File: src/rtl/ecc_rmw_pkg.sv
package ecc_rmw_pkg;

    typedef enum logic [1:0] {
        ST_IDLE  = 2'd0,
        ST_FETCH = 2'd1,
        ST_CHECK = 2'd2,
        ST_STORE = 2'd3
    } seq_e;

    // Number of Hamming bits (without the overall parity bit) for a data width.
    function automatic int hamming_bits(input int dw);
        return $clog2(dw + $clog2(dw) + 1);
    endfunction

    // Code-word position of data bit k: positions that are not powers of two.
    function automatic int code_pos(input int k);
        int cnt;
        int pos;
        cnt = 0;
        pos = 0;
        for (int q = 3; q < 128; q++) begin
            if ((q & (q - 1)) != 0) begin
                if (cnt == k) pos = q;
                cnt++;
            end
        end
        return pos;
    endfunction

    // Data bits covered by Hamming check bit number bitno.
    function automatic logic [63:0] cover_mask(input int bitno, input int dw);
        logic [63:0] m;
        m = '0;
        for (int k = 0; k < 64; k++) begin
            if (k < dw && ((code_pos(k) >> bitno) & 1) != 0) m[k] = 1'b1;
        end
        return m;
    endfunction

endpackage

File: src/rtl/ecc_rmw_enc.sv
module ecc_rmw_enc
    import ecc_rmw_pkg::*;
#(
    parameter  int DW = 32,
    localparam int RB = hamming_bits(DW),
    localparam int CW = RB + 1
) (
    input  logic [DW-1:0] data_i,
    output logic [CW-1:0] chk_o
);

    logic [RB-1:0] ham;

    for (genvar i = 0; i < RB; i++) begin : g_col
        localparam logic [63:0] COVER = cover_mask(i, DW);
        assign ham[i] = ^(data_i & COVER[DW-1:0]);
    end

    // Overall parity over data and Hamming bits gives double-error detection.
    assign chk_o = {^{data_i, ham}, ham};

endmodule

File: src/rtl/ecc_rmw_dec.sv
module ecc_rmw_dec
    import ecc_rmw_pkg::*;
#(
    parameter  int DW = 32,
    localparam int RB = hamming_bits(DW),
    localparam int CW = RB + 1
) (
    input  logic [DW-1:0] data_i,
    input  logic [CW-1:0] chk_i,
    output logic [DW-1:0] data_o,
    output logic          single_o,
    output logic          double_o
);

    logic [RB-1:0] syn;
    logic          par_bad;
    logic          in_range;

    for (genvar i = 0; i < RB; i++) begin : g_syn
        localparam logic [63:0] COVER = cover_mask(i, DW);
        assign syn[i] = chk_i[i] ^ (^(data_i & COVER[DW-1:0]));
    end

    assign par_bad  = ^{data_i, chk_i};
    assign in_range = (int'(syn) <= DW + RB);
    assign single_o = par_bad && in_range;
    assign double_o = (!par_bad && (syn != '0)) || (par_bad && !in_range);

    for (genvar k = 0; k < DW; k++) begin : g_fix
        localparam int P = code_pos(k);
        assign data_o[k] = data_i[k] ^ (single_o && (syn == RB'(P)));
    end

endmodule

File: src/rtl/ecc_rmw_frontend.sv
module ecc_rmw_frontend
    import ecc_rmw_pkg::*;
#(
    parameter  int DW  = 32,
    parameter  int AW  = 12,
    localparam int NB  = DW / 8,
    localparam int OB  = $clog2(NB),
    localparam int WAW = AW - OB,
    localparam int RB  = hamming_bits(DW),
    localparam int CW  = RB + 1
) (
    input  logic           clk,
    input  logic           rst_n,
    input  logic           req_valid,
    output logic           req_ready,
    input  logic           req_write,
    input  logic [1:0]     req_size,
    input  logic [AW-1:0]  req_addr,
    input  logic [DW-1:0]  req_wdata,
    output logic           rsp_valid,
    output logic [DW-1:0]  rsp_rdata,
    output logic           rsp_err,
    output logic           mem_en,
    output logic           mem_we,
    output logic [WAW-1:0] mem_addr,
    output logic [DW-1:0]  mem_wdata,
    output logic [CW-1:0]  mem_wchk,
    input  logic [DW-1:0]  mem_rdata,
    input  logic [CW-1:0]  mem_rchk,
    output logic           ecc_corr_flag,
    output logic           ecc_uncorr_flag,
    output logic [AW-1:0]  ecc_fail_addr
);

    typedef struct packed {
        seq_e           st;
        logic           wr;
        logic [WAW-1:0] waddr;
        logic [OB-1:0]  off;
        logic [NB-1:0]  strb;
        logic [DW-1:0]  word;
        logic           rsp_v;
        logic           rsp_e;
        logic [DW-1:0]  rsp_d;
        logic           corr;
        logic           uncorr;
        logic [AW-1:0]  faddr;
    } ctl_t;

    ctl_t ctl_d, ctl_q;

    // Request decode
    logic [3:0]    req_len;
    logic [OB-1:0] req_off;
    logic          req_bad;
    logic          req_full;
    logic [NB-1:0] req_strb;
    logic [DW-1:0] req_lanes;
    logic          req_fire;

    // Check path
    logic [DW-1:0] dec_data;
    logic          dec_single;
    logic          dec_double;
    logic [DW-1:0] lane_mask;
    logic [AW-1:0] word_byte_addr;

    ecc_rmw_enc #(.DW(DW)) u_enc (
        .data_i (ctl_q.word),
        .chk_o  (mem_wchk)
    );

    ecc_rmw_dec #(.DW(DW)) u_dec (
        .data_i   (mem_rdata),
        .chk_i    (mem_rchk),
        .data_o   (dec_data),
        .single_o (dec_single),
        .double_o (dec_double)
    );

    always_comb begin
        req_len   = 4'd1 << req_size;
        req_off   = req_addr[OB-1:0];
        req_bad   = (int'(req_len) + int'(req_off)) > NB;
        req_full  = (int'(req_len) == NB);
        req_lanes = req_wdata << {req_off, 3'b000};
        for (int b = 0; b < NB; b++) begin
            req_strb[b] = (b >= int'(req_off)) && (b < int'(req_off) + int'(req_len));
        end
        for (int b = 0; b < NB; b++) begin
            lane_mask[8*b +: 8] = {8{ctl_q.strb[b]}};
        end
    end

    assign req_fire       = req_valid && req_ready;
    assign word_byte_addr = {ctl_q.waddr, {OB{1'b0}}};

    always_comb begin
        ctl_d       = ctl_q;
        ctl_d.rsp_v = 1'b0;
        ctl_d.rsp_e = 1'b0;
        ctl_d.rsp_d = '0;
        unique case (ctl_q.st)
            ST_IDLE: begin
                if (req_valid) begin
                    ctl_d.wr    = req_write;
                    ctl_d.waddr = req_addr[AW-1:OB];
                    ctl_d.off   = req_off;
                    ctl_d.strb  = req_strb;
                    ctl_d.word  = req_lanes;
                    if (req_bad) begin
                        ctl_d.rsp_v = 1'b1;
                        ctl_d.rsp_e = 1'b1;
                    end else if (req_write && req_full) begin
                        ctl_d.st = ST_STORE;
                    end else begin
                        ctl_d.st = ST_FETCH;
                    end
                end
            end
            ST_FETCH: begin
                ctl_d.st = ST_CHECK;
            end
            ST_CHECK: begin
                if (dec_double) begin
                    ctl_d.rsp_v  = 1'b1;
                    ctl_d.rsp_e  = 1'b1;
                    ctl_d.uncorr = 1'b1;
                    ctl_d.faddr  = word_byte_addr;
                    ctl_d.st     = ST_IDLE;
                end else begin
                    if (dec_single) begin
                        ctl_d.corr  = 1'b1;
                        ctl_d.faddr = word_byte_addr;
                    end
                    if (ctl_q.wr) begin
                        ctl_d.word = (dec_data & ~lane_mask) | (ctl_q.word & lane_mask);
                        ctl_d.st   = ST_STORE;
                    end else begin
                        ctl_d.rsp_v = 1'b1;
                        ctl_d.rsp_d = (dec_data & lane_mask) >> {ctl_q.off, 3'b000};
                        ctl_d.st    = ST_IDLE;
                    end
                end
            end
            ST_STORE: begin
                ctl_d.rsp_v = 1'b1;
                ctl_d.st    = ST_IDLE;
            end
            default: ctl_d.st = ST_IDLE;
        endcase
    end

    always_ff @(posedge clk) begin
        if (!rst_n) ctl_q <= '0;
        else        ctl_q <= ctl_d;
    end

    assign req_ready       = (ctl_q.st == ST_IDLE);
    assign mem_en          = (ctl_q.st == ST_FETCH) || (ctl_q.st == ST_STORE);
    assign mem_we          = (ctl_q.st == ST_STORE);
    assign mem_addr        = ctl_q.waddr;
    assign mem_wdata       = ctl_q.word;
    assign rsp_valid       = ctl_q.rsp_v;
    assign rsp_err         = ctl_q.rsp_e;
    assign rsp_rdata       = ctl_q.rsp_d;
    assign ecc_corr_flag   = ctl_q.corr;
    assign ecc_uncorr_flag = ctl_q.uncorr;
    assign ecc_fail_addr   = ctl_q.faddr;

    // an aligned full-word write goes straight to memory in the next cycle
    p_full_write_direct_r1: assert property (@(posedge clk) disable iff (!rst_n)
        (req_fire && req_write && req_full && !req_bad)
        |=> (mem_en && mem_we && (mem_wdata == $past(req_wdata))));

    // a write not directly following acceptance was preceded by a fetch
    p_merge_fetch_first_r2: assert property (@(posedge clk) disable iff (!rst_n)
        (mem_en && mem_we && !$past(req_fire))
        |-> $past(mem_en && !mem_we, 2));

    // an error response never coincides with or follows a memory write
    p_abort_no_write_r7: assert property (@(posedge clk) disable iff (!rst_n)
        (rsp_valid && rsp_err) |-> (!mem_we && !$past(mem_we)));

    // no request can be taken while memory is being driven
    p_busy_no_ready_r9: assert property (@(posedge clk) disable iff (!rst_n)
        mem_en |-> !req_ready);

    // a rejected request is answered without touching memory
    p_reject_no_access_r10: assert property (@(posedge clk) disable iff (!rst_n)
        (req_fire && req_bad) |=> (!mem_en && rsp_valid && rsp_err));

    // fault flags are sticky
    p_corr_sticky_r12: assert property (@(posedge clk) disable iff (!rst_n)
        $past(ecc_corr_flag) |-> ecc_corr_flag);

    p_uncorr_sticky_r12: assert property (@(posedge clk) disable iff (!rst_n)
        $past(ecc_uncorr_flag) |-> ecc_uncorr_flag);

endmodule

File: config.mk
export PLATFORM = sky130hd
export DESIGN_NAME = ecc_rmw_frontend
export DESIGN_NICKNAME = d
export VERILOG_FILES = /design/src/rtl/ecc_rmw_pkg.sv /design/src/rtl/ecc_rmw_enc.sv /design/src/rtl/ecc_rmw_dec.sv /design/src/rtl/ecc_rmw_frontend.sv
export SDC_FILE = /design/constraint.sdc
export NUM_CORES = 1
export LEC_CHECK = 0
export ABC_AREA = 0
export CORE_MARGIN = 2
export CORE_UTILIZATION = 25
export DETAILED_ROUTE_END_ITERATION = 8
export PLACE_DENSITY = 0.53
export SYNTH_ARGS = -nofsm -noshare
export SYNTH_HDL_FRONTEND = slang
export SYNTH_SLANG_ARGS = --single-unit
File: constraint.sdc
create_clock -name clk -period 3.9 [get_ports clk]
set_input_delay 0.585 -clock clk [delete_from_list [all_inputs] [get_ports clk]]
set_output_delay 0.585 -clock clk [all_outputs]
set_load 0.02 [all_outputs]
# After elaboration in Yosys (flattened, before gate mapping)

Index checks and enable logic that the tools add are counted.

Register bits: 99
Logic and storage cells: 196
Output and inout bits: 100

Mux-type cells: 17
Equal/unequal tests: 40
Add/subtract/negate cells: 1
Bitwise operators: 46
Reduce and logical (&&, ||, !) cells: 68
Shift-type cells: 3
Magnitude comparators: 9

Operator list:

| cell                  | number |
|---|---|
| $reduce_xor A32 Y1    | 12 |
| $and A32 B32 Y32      | 3 |
| $eq A6 B5 Y1 const B  | 15 |
| $mux W32              | 2 |
| $pmux W32 S2          | 1 |
| $mux W53              | 1 |
| $eq A6 B4 Y1 const B  | 7 |
| $logic_and A1 B1 Y1   | 39 |
| $reduce_xor A39 Y1    | 1 |
| $reduce_xor A38 Y1    | 1 |
| $xor A1 B1 Y1         | 38 |
| $eq A6 B6 Y1 const B  | 6 |
| $gt A32 B4 Y1 const B | 1 |
| $lt A1 B32 Y1 const A | 1 |
| $lt A2 B32 Y1 const A | 1 |
| $lt A3 B32 Y1 const A | 1 |
| $not A32 Y32          | 1 |
| $or A32 B32 Y32       | 1 |
| $shl A32 B5 Y32       | 1 |
| $shr A32 B5 Y32       | 1 |
| $mux W12              | 2 |
| $eq A6 B3 Y1 const B  | 3 |
| $mux W2               | 5 |
| $ne A2 B2 Y1 const B  | 4 |
| 24 further kinds      | 36 |

# Longest topological paths before layout

Gate-level depths: netlist of run 1.

Depth after elaboration: 11
Depth in mapped cells: 13

# Cells and area by module

A second synthesis of run 1 with hierarchy kept.

Cells, all modules: 841
Area total of the unflattened synthesis: 7440.9 um^2

Modules (own cells, without submodules):

| module           | sequential area each (um^2) | area an instance (um^2) | cells an instance | times used |
|---|---|---|---|---|
| ecc_rmw_frontend | 1941.9                      | 5270.1                  | 621               | 1 |
| ecc_rmw_dec      | 0.0                         | 1541.5                  | 159               | 1 |
| ecc_rmw_enc      | 0.0                         | 629.4                   | 61                | 1 |

# Least setup slack after synthesis of run 1

Ideal clock, no wire load.

Kind: input to register
Start: input mem_rdata[2]
End: register (tool-made name)
Arrival: 3.402 ns
Setup time: 0.120 ns
Slack: 0.379 ns
Required time: 3.780 ns
Stages: 10
Cells stage by stage: xor3_1 > xnor3_1 > xnor3_2 > xor2_2 > or4b_1 > buf_2 > a21oi_2 > nor2_4 > buf_2 > o31a_1

RTL lines:

| element         | line                   | source |
|---|---|---|
| start, declared | ecc_rmw_frontend.sv:28 | `input logic [DW-1:0] mem_rdata,` |

==> reports/metrics.csv, run 1 <==
stage,metric,value,unit
setup_path,endpoint_kind,flip-flop,
place,hpwlAfterDp,21600,microns
hold_path,holdPathEnd,ecc_uncorr_flag,
routing,viasPerCell,4.68,
routing,totalWireLength,26300,microns
hold_path,min_path_cells,2,
setup_path,crit_fanout,8,
global_route,antenna_found_initial,1,
clock_network,cts_max_path_buffers,2,
global_route,use_met3,0.0411,
pwr,internal_power,3.05,mW
clock_network,cts-root-buf,clkbuf_16,
setup_path,path_cells,clkdlybuf4s50_1 > xor3_1 > xnor3_1 > xnor3_2 > xor2_2 > or4b_4 > a21o_1 > a22oi_2 > o221a_1,
setup_path,worstSetupPathType,in -> reg,
setup_path,crit_required,4.19,ns
sta,min_period_over_period,0.972,
clock_network,path_clk_slew,0.07,ns
routing,post_drt_wl_per_cell,18.6,microns
yosys,yosys.area_share.adder,0.00615,
floorplanning,die-area,30700,sq um
global_route,busiest_layer,met2,
routing,vias,6622,
routing,antenna_left,0,
outcome,outcome,"complete, no violations",
sta,period_needed,3.79,ns
place,dp_slack,-0.424,ns
yosys,synthFlopType,dfxtp_1,
run,drv_cap,0,
sta,tns,0,ns
clock_network,hold_buffers,0,
setup_path,regToRegSetupSlack,1.50,ns
global_route,grt_pass1_vias,6643,
sta,skew,0.0126,ns
yosys,yosysUniqueCellTypes,71,
sta,whs,0.461,ns
global_route,overflow,0,
pwr,ir_worst_vdd,0.334,mV
setup_path,rr_worst_depth,9,
routing,dr.first_iter.drc_count,486,
cells_and_area,final_nets,1117,
yosys,synth_xor_area_frac,0.214,
setup_path,cp.arrival,4.08,ns
yosys,syn_inst,832,
cells_and_area,syn2layout_area_growth,38.6,%
clock_network,cts_sinks,97,
cells_and_area,drive_gt1_frac,0.177,
yosys,synth_top_family_by_area,XOR/XNOR gates,
clock_network,clock_latency,0.36,ns
global_route,grt_use_met1,0.224,
yosys,synth-edff-count,0,
global_route,grtUsageTotal,0.171,
sta,rsz0062_at_grt,false,
setup_path,cp_slowest_cell,or4b_4,
place,dp_cells,1394,
cells_and_area,layout.cells.non_filler,1414,
yosys,synth_warnings,0,
global_route,use_met2,0.276,
yosys,yosys.area_share.simple,0.152,
routing,drtPass1Iterations,7,
sta,max_clock_freq,0.264,GHz
yosys,synth_compound_area_frac,0.200,
yosys,synth-async-reset-ratio,0,
clock_network,htree_levels,3,
pwr,clockPowerShare,0.176,
sta,hold_viol,0,
setup_path,slowest_delay,0.58,ns
routing,drc,0,
hold_path,hp-class,reg -> reg,
global_route,grt_pass1_wl,40200,microns
global_route,grt_max_degree,39,
sta,worst_slack,0.109,ns
yosys,syn_area,7320,sq um
floorplanning,die_y,175,microns
floorplanning,start_util,0.254,
pwr,swShare,0.400,
cells_and_area,n_antenna_cell,0,
pwr,p_leak,3.90,nW
place,numPortBuffers,186,
floorplanning,die_x,175,microns
floorplanning,ios,189,
pwr,power.share.sequential,0.217,
yosys,ys_ff_latch,97,
sta,worstMarginPinSlew,1.18,ns
place,place.gp.congestion,0.909,
sta,maxSlewHeadroom,0.210,
yosys,synthMuxAreaShare,0.0444,
pwr,pwr-share-comb,0.606,
clock_network,cts_tree,yes,
setup_path,cp-start-kind,input pin,
sta,setup_violations,0,
pwr,power_density,500,nW/um^2
yosys,ys_seq_area_frac,0.265,
sta,maxSlewViolCount,0,
setup_path,reg2reg_from,ctl_q[97],
clock_network,cts_buffers,9,
floorplanning,core_area,28800,sq um
yosys,syn_avg_cell_area,8.80,sq um
floorplanning,row_count,62,
hold_path,min_from,ecc_uncorr_flag,
pwr,power.switching,2.03,mW
## power groups by stage
stage / registers, mW / clock network (mW) / logic (mW)
floorplan: 1.10 / 0 / 1.79
global placement: 1.13 / 0 / 2.92
detailed placement: 1.13 / 0 / 2.93
CTS: 1.10 / 0.916 / 2.94
global route: 1.11 / 0.958 / 3.29
finish: 1.10 / 0.896 / 3.08
## worst max-delay path: cells and delay by family
kind | cells | cell delay [ns]
compound gates | 3 | 0.85
xor+xnor | 4 | 1.58
buf+inv | 1 | 0.48
simple gates | 1 | 0.58
## how the worst max path moves through the flow
stage / start / to / slack, ns / cells past startpoint
2_1_floorplan: mem_rdata[2] / flip-flop / 0.38 / 10
3_3_place_gp: mem_rdata[2] / flip-flop / -0.30 / 10
5_1_grt: mem_rdata[2] / flip-flop / 0.005 / 9
6_report: mem_rdata[2] / flip-flop / 0.11 / 9
4_1_cts: mem_rdata[2] / flip-flop / 0.04 / 11
3_5_place_dp: mem_rdata[2] / flip-flop / -0.42 / 10
## through the flow
step | total power [mW] | area [sq um] | util
floorplan | 2.89 | 7330 | -
global placement | 4.04 | 9770 | 0.339
detailed placement | 4.06 | 9770 | 0.339
CTS | 4.96 | 10100 | 0.350
global route | 5.36 | 10100 | 0.353
finish | 5.08 | 10100 | 0.353
## timing repair
| action | in CTS | in global routing |
|---|---|---|
| cloned | 0 | 1 |
| gates resized for setup | 1 | 8 |
| buffers inserted | 0 | 3 |
| endpoints found under the setup margin | 19 | 29 |
| pin swaps | 0 | 6 |
## metal layers
layer	up-vias	routed length (microns)	share of wire
met5	-	12	0.00046
met4	2	746	0.028
met3	46	1830	0.070
met2	247	12100	0.46
met1	3093	11600	0.44
li1	3234	-	-
## cell families (layout without fill, tap and decap cells)
logic type	after synthesis	count (layout)
compound gates	182	182
xor+xnor	145	145
fa+ha+maj	3	3
buf+inv	138	334
flops	97	97
mux	32	32
other cells	1	2
simple gates	234	235
## layout by cell type, fill, tap and decap left out, types with 9 or more instances in the layout
master             n
xnor3_1           17
dfxtp_1           97
xnor2_1          100
nor2b_1            9
nand2b_1          12
nor2_1            74
nor3_1            33
clkdlybuf4s50_1  186
o22ai_1           14
xor2_1            22
o21ai_0           16
o22a_1            18
mux2i_1           28
a211oi_1          14
buf_4            125
o221a_1           18
a21oi_1           42
nand2_1           58
clkbuf_16          9
## cells in the mapped netlist (6+ instances only)
cell type    n  area share
a211oi_1    14       0.014
a21oi_1     42       0.029
and2_1       7      0.0060
buf_1        6      0.0031
buf_2        6      0.0041
buf_4       88       0.090
clkbuf_1    32       0.016
dfxtp_1     97        0.27
mux2i_1     28       0.038
nand2_1     59       0.030
nand2b_1    12       0.010
nor2_1      75       0.038
nor2b_1     10      0.0085
nor3_1      33       0.023
o21ai_0     16       0.011
o221a_1     18       0.028
o22a_1      18       0.022
o22ai_1     14       0.012
o22ai_2      7       0.012
o311a_1      7      0.0096
o31a_1       7      0.0084
xnor2_1    101        0.12
xnor3_1     17       0.052
xor2_1      22       0.026
## cell type report
type | instances | area (sq um)
clock buffers | 9 | 225
clock inverters | 7 | 73.8
fillers | 2965 | 18600
inverters | 5 | 18.8
multi-input cells | 599 | 4570
flip-flops and latches | 97 | 1940
well taps | 384 | 480
repair buffers | 313 | 2840
No activity file was read; power rests on OpenSTA's default activity.
==> inputs of run 2 (changes only) <==
- PLACE_DENSITY: 0.53 -> 0.58
==> reports/metrics.csv, run 2 (synthesized netlist as in run 1, its figures left out) <==
stage,metric,value,unit,change
sta,period_needed,3.76,ns,-0.0348 ns
setup_path,path_cells,clkdlybuf4s50_1 > xnor3_1 > xnor3_1 > xnor2_1 > buf_4 > buf_4 > and3_1 > o211ai_1 > o2bb2ai_4 > o2111ai_4 > or3_1 > buf_4 > o22ai_2,,
cells_and_area,layout.cells.non_filler,1416,,+0.14%
cells_and_area,drive_gt1_frac,0.175,,-0.00131
sta,setup_violations,0,,unchanged
setup_path,cp_slowest_cell,clkdlybuf4s50_1,,
floorplanning,die_y,175,microns,unchanged
global_route,antenna_found_initial,3,,+2
floorplanning,ios,189,,unchanged
setup_path,endpoint_kind,flip-flop,,
place,dp_cells,1399,,+0.36%
sta,hold_viol,0,,unchanged
setup_path,cp_common_cell,buf_4,,
cells_and_area,syn2layout_area_growth,38.3,%,
global_route,grtUsageTotal,0.169,,-0.00240
routing,totalWireLength,26100,microns,-0.65%
sta,whs,0.466,ns,+0.00479 ns
routing,dr.first_iter.drc_count,517,,+6.4%
sta,maxSlewViolCount,0,,unchanged
sta,maxSlewHeadroom,0.260,,+0.0492
setup_path,cp.arrival,4.04,ns,-0.04 ns
routing,vias,6669,,+0.71%
clock_network,clock_latency,0.36,ns,about the same
setup_path,rr_worst_depth,9,,unchanged
sta,max_clock_freq,0.266,GHz,+0.93%
pwr,p_leak,3.90,nW,about the same
place,hpwlAfterDp,21600,microns,+0.41%
clock_network,cts_max_path_buffers,2,,unchanged
cells_and_area,n_antenna_cell,0,,unchanged
routing,viasPerCell,4.71,,+0.57%
cells_and_area,final_nets,1119,,+0.18%
cells_and_area,final_common_cell,clkdlybuf4s50_1,,
floorplanning,die_x,175,microns,unchanged
pwr,ir_worst_vdd,0.361,mV,+8.3%
hold_path,hp-class,reg -> reg,,
setup_path,worstSetupPathType,in -> reg,,
place,numPortBuffers,186,,unchanged
setup_path,startpoint,mem_rdata[4],,
floorplanning,start_util,0.254,,unchanged
setup_path,crit_required,4.18,ns,about the same
setup_path,cp-start-kind,input pin,,
clock_network,htree_levels,3,,unchanged
outcome,outcome,"complete, no violations",,
pwr,power_density,491,nW/um^2,-1.8%
clock_network,cts_buffers,9,,unchanged
routing,antenna_left,0,,unchanged
clock_network,hold_buffers,0,,unchanged
global_route,grt_pass1_vias,6711,,+1.0%
routing,drc,0,,unchanged
setup_path,crit_fanout,8,,unchanged
clock_network,path_clk_slew,0.07,ns,about the same
sta,min_period_over_period,0.963,,-0.00892
clock_network,cts-root-buf,clkbuf_16,,
floorplanning,die-area,30700,sq um,unchanged
clock_network,cts_sinks,97,,unchanged
setup_path,reg2reg_from,ctl_q[97],,
sta,skew,0.0112,ns,-0.00140 ns
run,drv_cap,0,,unchanged
place,place.gp.congestion,0.925,,+1.8%
pwr,finalPower,4.98,mW,-2.0%
cells_and_area,layout.cells.most_common_list,"clkdlybuf4s50_1, buf_4, xnor2_1, dfxtp_1, nor2_1",,
sta,worstMarginPinSlew,1.11,ns,-0.0738 ns
clock_network,cts_tree,yes,,
floorplanning,core_area,28800,sq um,unchanged
floorplanning,row_count,62,,unchanged
routing,post_drt_wl_per_cell,18.4,microns,-0.79%
setup_path,slowest_delay,0.48,ns,-0.10 ns
setup_path,regToRegSetupSlack,1.42,ns,-0.08 ns
global_route,grt_pass1_wl,39700,microns,-1.4%
global_route,grt_max_degree,39,,unchanged
routing,drtPass1Iterations,5,,-2
global_route,overflow,0,,unchanged
setup_path,endpoint,rsp_rdata[14],,
[run 2: through the flow]
step | instance area, sq um | TNS, ns | utilization | setup WS, ns
2_1_floorplan | 7330 | 0 | - | 0.379
3_3_place_gp | 9810 | -14.63 | 0.341 | -0.306
3_5_place_dp | 9810 | -17.44 | 0.341 | -0.365
4_1_cts | 10100 | 0 | 0.351 | 0.00733
5_1_grt | 10100 | -0.00460 | 0.352 | -0.00460
6_report | 10100 | 0 | 0.352 | 0.144
[run 2: repair_timing]
item	4_1_cts	5_1_grt
gates resized for setup	0	5
setup endpoints to repair	0	39
setup buffers	0	1
[run 2: cell type report]
| cell class | count | area (sq um) |
|---|---|---|
| clock inverter | 7 | 70.1 |
| sequential | 97 | 1940 |
| multi-input combinational | 598 | 4540 |
| timing repair buffer | 316 | 2850 |
| clock buffer | 9 | 225 |
| inverter | 5 | 18.8 |
| tap | 384 | 480 |
| fill | 2955 | 18700 |
[run 2: metal layers]
| layer | vias to the layer above | wire length (microns) | track usage |
|---|---|---|---|
| met2 | 269 | 12300 | 0.281 |
| met1 | 3115 | 11200 | 0.213 |
| met3 | 42 | 2070 | 0.0477 |
| met4 | 6 | 532 | 0.0472 |
| li1 | 3237 | - | - |
| met5 | - | 41 | 0 |
[run 2: worst min-delay path by stage]
stage	start	to	slack, ns	cells after the start
detailed placement	ecc_uncorr_flag	ecc_uncorr_flag	0.45	2
global placement	ecc_uncorr_flag	ecc_uncorr_flag	0.44	2
CTS	ecc_uncorr_flag	ecc_uncorr_flag	0.47	2
global route	ecc_uncorr_flag	ecc_uncorr_flag	0.50	2
finish	ecc_uncorr_flag	ecc_uncorr_flag	0.47	2
floorplan	mem_addr[0]	mem_addr[0]	0.45	2
[run 2: worst max-delay path: cells and delay by family]
kind | cells | cell delay [ns]
simple gates | 2 | 0.57
buf+inv | 4 | 0.96
xor+xnor | 3 | 0.94
compound gates | 4 | 0.99
[run 2: power by group]
| group | internal [mW] | switching, mW |
|---|---|---|
| registers | 1.03 | 0.0681 |
| clock network | 0.449 | 0.428 |
| logic | 1.50 | 1.50 |
